**src/rtl/pstk_pkg.sv**
```systemverilog
package pstk_pkg;

    typedef enum logic [1:0] {
        ST_LAUNCH,
        ST_MEASURE,
        ST_RUN,
        ST_FAULT
    } seq_state_e;

    // System clock level plus a strobe for the first low cycle
    typedef struct packed {
        logic lvl;
        logic fall;
    } sysclk_s;

    // Steady-state cadence results for one fall
    typedef struct packed {
        logic launch;
        logic miss;
        logic extra;
    } cadence_s;

    function automatic logic count_ok(input int cnt, input int max_ph);
        return (cnt >= 1) && (cnt <= max_ph);
    endfunction

endpackage

```
**src/rtl/pstk_sysclk.sv**
```systemverilog
module pstk_sysclk
    import pstk_pkg::*;
#(
    parameter int SYS_DIV = 4
) (
    input  logic    clk,
    input  logic    srst,
    output sysclk_s sc
);
    localparam int HALF = SYS_DIV / 2;
    localparam int DW   = (SYS_DIV > 2) ? $clog2(SYS_DIV) : 1;

    logic [DW-1:0] cnt;

    always_ff @(posedge clk) begin
        if (srst || cnt == DW'(SYS_DIV - 1)) begin
            cnt <= '0;
        end else begin
            cnt <= cnt + 1'b1;
        end
    end

    always_comb begin
        sc.lvl  = (cnt < DW'(HALF));
        sc.fall = (cnt == DW'(HALF));
    end
endmodule

```
**src/rtl/pstk_cadence.sv**
```systemverilog
module pstk_cadence
    import pstk_pkg::*;
#(
    parameter int PW = 4
) (
    input  logic          clk,
    input  logic          srst,
    input  logic          fall,
    input  logic          restart,
    input  logic          active,
    input  logic [PW-1:0] period,
    input  logic          ret_i,
    output cadence_s      cad
);
    logic [PW-1:0] slot;
    logic          armed;
    logic          wrap;
    logic          due;

    assign wrap = (slot == period - 1'b1);
    assign due  = armed && (slot == '0);

    always_ff @(posedge clk) begin
        if (srst || restart) begin
            slot  <= '0;
            armed <= 1'b0;
        end else if (active && fall) begin
            if (wrap) begin
                slot  <= '0;
                armed <= 1'b1;
            end else begin
                slot <= slot + 1'b1;
            end
        end
    end

    always_comb begin
        cad.launch = active && fall && wrap;
        cad.miss   = active && fall && due && !ret_i;
        cad.extra  = active && fall && !due && ret_i;
    end
endmodule

```
**src/rtl/pstk_seq.sv**
```systemverilog
module pstk_seq
    import pstk_pkg::*;
#(
    parameter int MAX_PH = 8,
    parameter int LIMIT  = 16,
    parameter int PW     = 4,
    parameter int CW     = 5
) (
    input  logic          clk,
    input  logic          srst,
    input  logic          fall,
    input  logic          ret_i,
    input  cadence_s      cad,
    output logic          token_o,
    output logic [PW-1:0] phase_cnt,
    output logic          fault,
    output logic          ready,
    output logic          restart,
    output logic          run_active
);
    seq_state_e    state;
    logic [CW-1:0] elapsed;
    logic          legal_now;

    assign legal_now  = count_ok(int'(elapsed), MAX_PH);
    assign restart    = fall && (state == ST_MEASURE) && ret_i && legal_now;
    assign run_active = (state == ST_RUN);
    assign ready      = (state == ST_RUN);

    always_ff @(posedge clk) begin
        if (srst) begin
            state     <= ST_LAUNCH;
            elapsed   <= '0;
            phase_cnt <= '0;
            fault     <= 1'b0;
            token_o   <= 1'b0;
        end else if (fall) begin
            unique case (state)
                ST_LAUNCH: begin
                    token_o <= 1'b1;
                    elapsed <= '0;
                    state   <= ST_MEASURE;
                end
                ST_MEASURE: begin
                    token_o <= 1'b0;
                    if (ret_i) begin
                        if (legal_now) begin
                            phase_cnt <= elapsed[PW-1:0];
                            token_o   <= 1'b1;
                            state     <= ST_RUN;
                        end else begin
                            fault <= 1'b1;
                            state <= ST_FAULT;
                        end
                    end else if (elapsed == CW'(LIMIT - 1)) begin
                        fault <= 1'b1;
                        state <= ST_FAULT;
                    end else begin
                        elapsed <= elapsed + 1'b1;
                    end
                end
                ST_RUN: begin
                    if (cad.miss || cad.extra) begin
                        fault   <= 1'b1;
                        token_o <= 1'b0;
                        state   <= ST_FAULT;
                    end else begin
                        token_o <= cad.launch;
                    end
                end
                default: begin
                    token_o <= 1'b0;
                end
            endcase
        end
    end
endmodule

```
**src/rtl/pstk_token_seq.sv**
```systemverilog
module pstk_token_seq
    import pstk_pkg::*;
#(
    parameter int MAX_PHASES   = 8,
    parameter int SYS_DIV      = 4,
    parameter int RETURN_LIMIT = 16,
    localparam int PW = $clog2(MAX_PHASES + 1),
    localparam int CW = $clog2(RETURN_LIMIT + 1)
) (
    input  logic          clk,
    input  logic          srst,
    input  logic          ring_ret_i,
    output logic          sysclk_o,
    output logic          token_o,
    output logic [PW-1:0] phase_cnt_o,
    output logic          ring_fault_o,
    output logic          ready_o
);
    sysclk_s  sc;
    cadence_s cad;
    logic     restart;
    logic     run_active;

    pstk_sysclk #(.SYS_DIV(SYS_DIV)) u_sysclk (
        .clk  (clk),
        .srst (srst),
        .sc   (sc)
    );

    pstk_cadence #(.PW(PW)) u_cadence (
        .clk     (clk),
        .srst    (srst),
        .fall    (sc.fall),
        .restart (restart),
        .active  (run_active),
        .period  (phase_cnt_o),
        .ret_i   (ring_ret_i),
        .cad     (cad)
    );

    pstk_seq #(
        .MAX_PH (MAX_PHASES),
        .LIMIT  (RETURN_LIMIT),
        .PW     (PW),
        .CW     (CW)
    ) u_seq (
        .clk        (clk),
        .srst       (srst),
        .fall       (sc.fall),
        .ret_i      (ring_ret_i),
        .cad        (cad),
        .token_o    (token_o),
        .phase_cnt  (phase_cnt_o),
        .fault      (ring_fault_o),
        .ready      (ready_o),
        .restart    (restart),
        .run_active (run_active)
    );

    assign sysclk_o = sc.lvl;
endmodule

```
**config.mk**
```make
export PLATFORM = sky130hd
export DESIGN_NAME = pstk_token_seq
export DESIGN_NICKNAME = d
export VERILOG_FILES = /design/src/rtl/pstk_pkg.sv /design/src/rtl/pstk_sysclk.sv /design/src/rtl/pstk_cadence.sv /design/src/rtl/pstk_seq.sv /design/src/rtl/pstk_token_seq.sv
export SDC_FILE = /design/constraint.sdc
export NUM_CORES = 1
export LEC_CHECK = 0
export ABC_AREA = 1
export BUFFER_PORTS_ARGS = -buffer_cell sky130_fd_sc_hd__clkbuf_2
export CAP_MARGIN = 25
export CORE_MARGIN = 1.5
export CORE_UTILIZATION = 60
export CTS_BUF_LIST = sky130_fd_sc_hd__clkbuf_4
export CTS_CLUSTER_DIAMETER = 40
export DETAILED_ROUTE_END_ITERATION = 6
export MAX_ROUTING_LAYER = met4
export PLACE_DENSITY_LB_ADDON = 0.3
export RECOVER_POWER = 50
export SYNTH_ARGS = -nofsm -noshare
export SYNTH_HDL_FRONTEND = slang
export SYNTH_SLANG_ARGS = --single-unit
```
**constraint.sdc**
```tcl
create_clock -name clk -period 2.8 [get_ports clk]
set_input_delay 0.14 -clock clk [delete_from_list [all_inputs] [get_ports clk]]
set_output_delay 0.14 -clock clk [all_outputs]
set_load 0.03 [all_outputs]
```
==> results.toml <==
[grt]
grt-ovfl-total = 0
grtUsageMet1 = 0.254
grtUsageTotal = 0.220
gr-max-usage-layer = "met2"
antenna_found_initial = 0
grt_first_pass_wirelength_mm = 3.39
grt_use_met2 = 0.363
grt_pass1_vias = 869
grt_util_met3 = 0.0453
grt_max_degree = 11

[synth]
yosysMostFrequentCell = "nand2_1"
yosys-top-cells-area = "dfxtp_1 33%, ha_1 13%, nand2_1 12%"
synth_top_family_by_area = "simple AND/OR/NAND/NOR gates"
synth_edf_count = 0
yosysWarnings = 0
synth_adder_area_share = 0.134
ys_seq_area_frac = 0.329
synth_top_area_share = 0.329
synth_fp_nets = 183
synth.area.mux_share = 0
synthTopCellsByCount = "38 x nand2_1, 27 x inv_1, 20 x dfxtp_1, 13 x a21oi_1, 13 x ha_1"
synth_top_area_cell = "dfxtp_1"
synthFlopType = "dfxtp_1"
synthArstFlopShare = 0
syn_avg_cell_area_um2 = 7.29
synthCells = 167
synth-seq-cells = 20
synth_compound_area_frac = 0.113
yosys.area_share.simple = 0.302
synth_xor_area_frac = 0.0216
syn_area_mm2 = 0.00122
synth_cell_type_count = 23

[sta]
tightest_slew_ns = 0.371
finClkSkew_ns = 0.00183
slew_headroom = 0.754
drv_slew = 0
max_freq_mhz = 557
min_period_ns = 1.79
final.period_utilization = 0.641
finalSetupViolCount = 0
final.setup.tns_ns = 0
rsz0062_at_grt = "false"
hold_violations = 0

[clock_network]
post_cts_resized = 0
cts_tree = "done"
ctsHoldBuffers = 0
clock_path_buffers = 2
postCtsSetupBuffers = 0
insertion_delay_ns = 0.30
htreeDepth = 1
cts.sinks = 20
cts_made_buffers = 3
clkTransAtPathRegs_ns = 0.10
clock-root-buffer = "clkbuf_4"

[route]
drtIter0Drc = 17
wl_per_cell_um = 10.7
dr.pass1.iters = 4
final_antenna_net_count = 0
drc_errors = 0
wl_mm = 2.22
vias = 1041
drt-vias-per-instance = 5.03

[critical_path]
end_kind = "flop"
worstSetupStartpointType = "flop"
worstSetupPathType = "reg -> reg"
reg2reg_to = "u_seq.elapsed[3]$_SDFFE_PP0P_"
crit_fanout = 7
slowest_stage = "dfxtp_1"
startpoint = "u_seq.elapsed[0]$_SDFFE_PP0P_"
worstPathCellList = "ha_1 > inv_1 > nor3_1 > ha_1 > nor2_1 > nand2_2 > o21ai_2 > nand2_4 > clkinv_2 > nand4_2 > xor2_1 > nor2_2"
worst-r2r-cell-count = 12
required_ns = 3.00
worst-r2r-setup-slack_ns = 1.01
slowest_delay_ns = 0.46
critical_path_arrival_ns = 1.99
crit_top_cell = "ha_1"
r2r-start = "u_seq.elapsed[0]$_SDFFE_PP0P_"

[placement]
port_buffers = 10
routabilityCongestion = 0.912
hpwl_mm = 1.83

[die]
dieArea_mm2 = 0.00231
die_w_um = 48.0
num_rows = 16
core_mm2 = 0.00194
start_util = 0.627
boundaryPins = 11
dieHeight_um = 48.0

[pwr]
power.leakage_nw = 0.568
p_sw_frac = 0.311
power.switching_mw = 0.176
comb_power_share = 0.211
p_int_mw = 0.388
powerDensity_mw_per_mm2 = 431
power.share.clock = 0.237
max-vdd-ir-drop_v = 0.000345
p_total_mw = 0.564
seqPwrFrac = 0.551

[run]
maxCapViolCount = 0

[min_path]
whs_endpoint = "u_seq.state[1]$_SDFFE_PP0P_"
hp-class = "in -> reg"
worstHoldStart = "srst"
holdPathStages = 2

[final_layout]
antenna_cells = 0
nets = 198
drive_above_1_share = 0.139
nFillCells = 182
area_growth_pct = 7.40

[run_status]
status = "finished, final reports clean"
[registers in the layout, indices dropped and copies added (netlist names)]
register / count
u_cadence.slot: 4
u_seq.elapsed: 5
u_seq.token_o: 1
u_sysclk.cnt: 2
u_seq.state: 2
u_seq.phase_cnt: 4
u_cadence.armed: 1
u_seq.fault: 1
[per-layer routing]
layer / part of all wire / wire (um)
met1: 0.46 / 1020
met2: 0.50 / 1110
met3: 0.022 / 48
met4: 0.020 / 44
met5: 0 / 0
[worst max-delay path: cells and delay by family, from the launching register on]
family          cells  cell delay (ns)
fa+ha+maj           2             0.35
buf+inv             2             0.14
compound gates      1             0.08
simple gates        6             0.47
flops               1             0.46
xor+xnor            1             0.17
[area by class of cell]
type,instances,area (um2),share of cell area
Tap cell,27,33.8,0.0258
Clock buffer,3,22.5,0.0172
Multi-Input combinational cell,115,688,0.526
Timing Repair Buffer,10,40.0,0.0306
Inverter,32,123,0.0938
Sequential cell,20,400,0.306
[kinds of logic (layout without fill, tap and decap cells)]
logic type | count (synthesis) | count (layout)
adders and majority gates | 13 | 13
buffers and inverters | 32 | 45
DFF | 20 | 20
and+or+nand+nor | 75 | 75
xor gates and xnor gates | 3 | 3
AOI/OAI and AO/OA | 24 | 24
[placed cells by master (no fill, tap or decap), types with 4 or more instances in the layout]
cell type / instances
nand4_1: 4
nor3_1: 4
nand3_1: 10
o21ai_0: 5
inv_1: 27
ha_1: 13
a21oi_1: 13
nor2_1: 8
nand2_1: 38
dfxtp_1: 20
clkbuf_1: 8
[how the worst max path moves through the flow]
stage	slack (ns)	end	cells after the start
after floorplan	1.16	u_cadence.slot[0]$_SDFFE_PP0P_	8
after global placement	1.10	u_seq.elapsed[3]$_SDFFE_PP0P_	12
after detailed placement	1.00	u_seq.elapsed[3]$_SDFFE_PP0P_	12
after CTS	0.98	u_seq.elapsed[3]$_SDFFE_PP0P_	12
after global routing	0.82	u_seq.elapsed[3]$_SDFFE_PP0P_	12
final	1.01	u_seq.elapsed[3]$_SDFFE_PP0P_	12
[power groups by stage]
stage	combinational, mW	sequential [mW]	clock [mW]
3_5_place_dp	0.122	0.317	0
2_1_floorplan	0.0933	0.319	0
6_report	0.119	0.311	0.134
4_1_cts	0.123	0.311	0.137
5_1_grt	0.135	0.312	0.149
3_3_place_gp	0.119	0.316	0
[metrics by stage]
step / utilization / worst slack, ns / hold WS, ns / std cells / area (um2)
after floorplan: - / 1.16 / 0.202 / 167 / 1220
after global placement: 0.670 / 1.10 / 0.382 / 204 / 1300
after detailed placement: 0.670 / 1.00 / 0.385 / 204 / 1300
after CTS: 0.682 / 0.983 / 0.0583 / 207 / 1320
after global routing: 0.673 / 0.820 / 0.0660 / 207 / 1310
final: 0.673 / 1.01 / 0.0591 / 207 / 1310
Power figures use the tool's default switching activity.
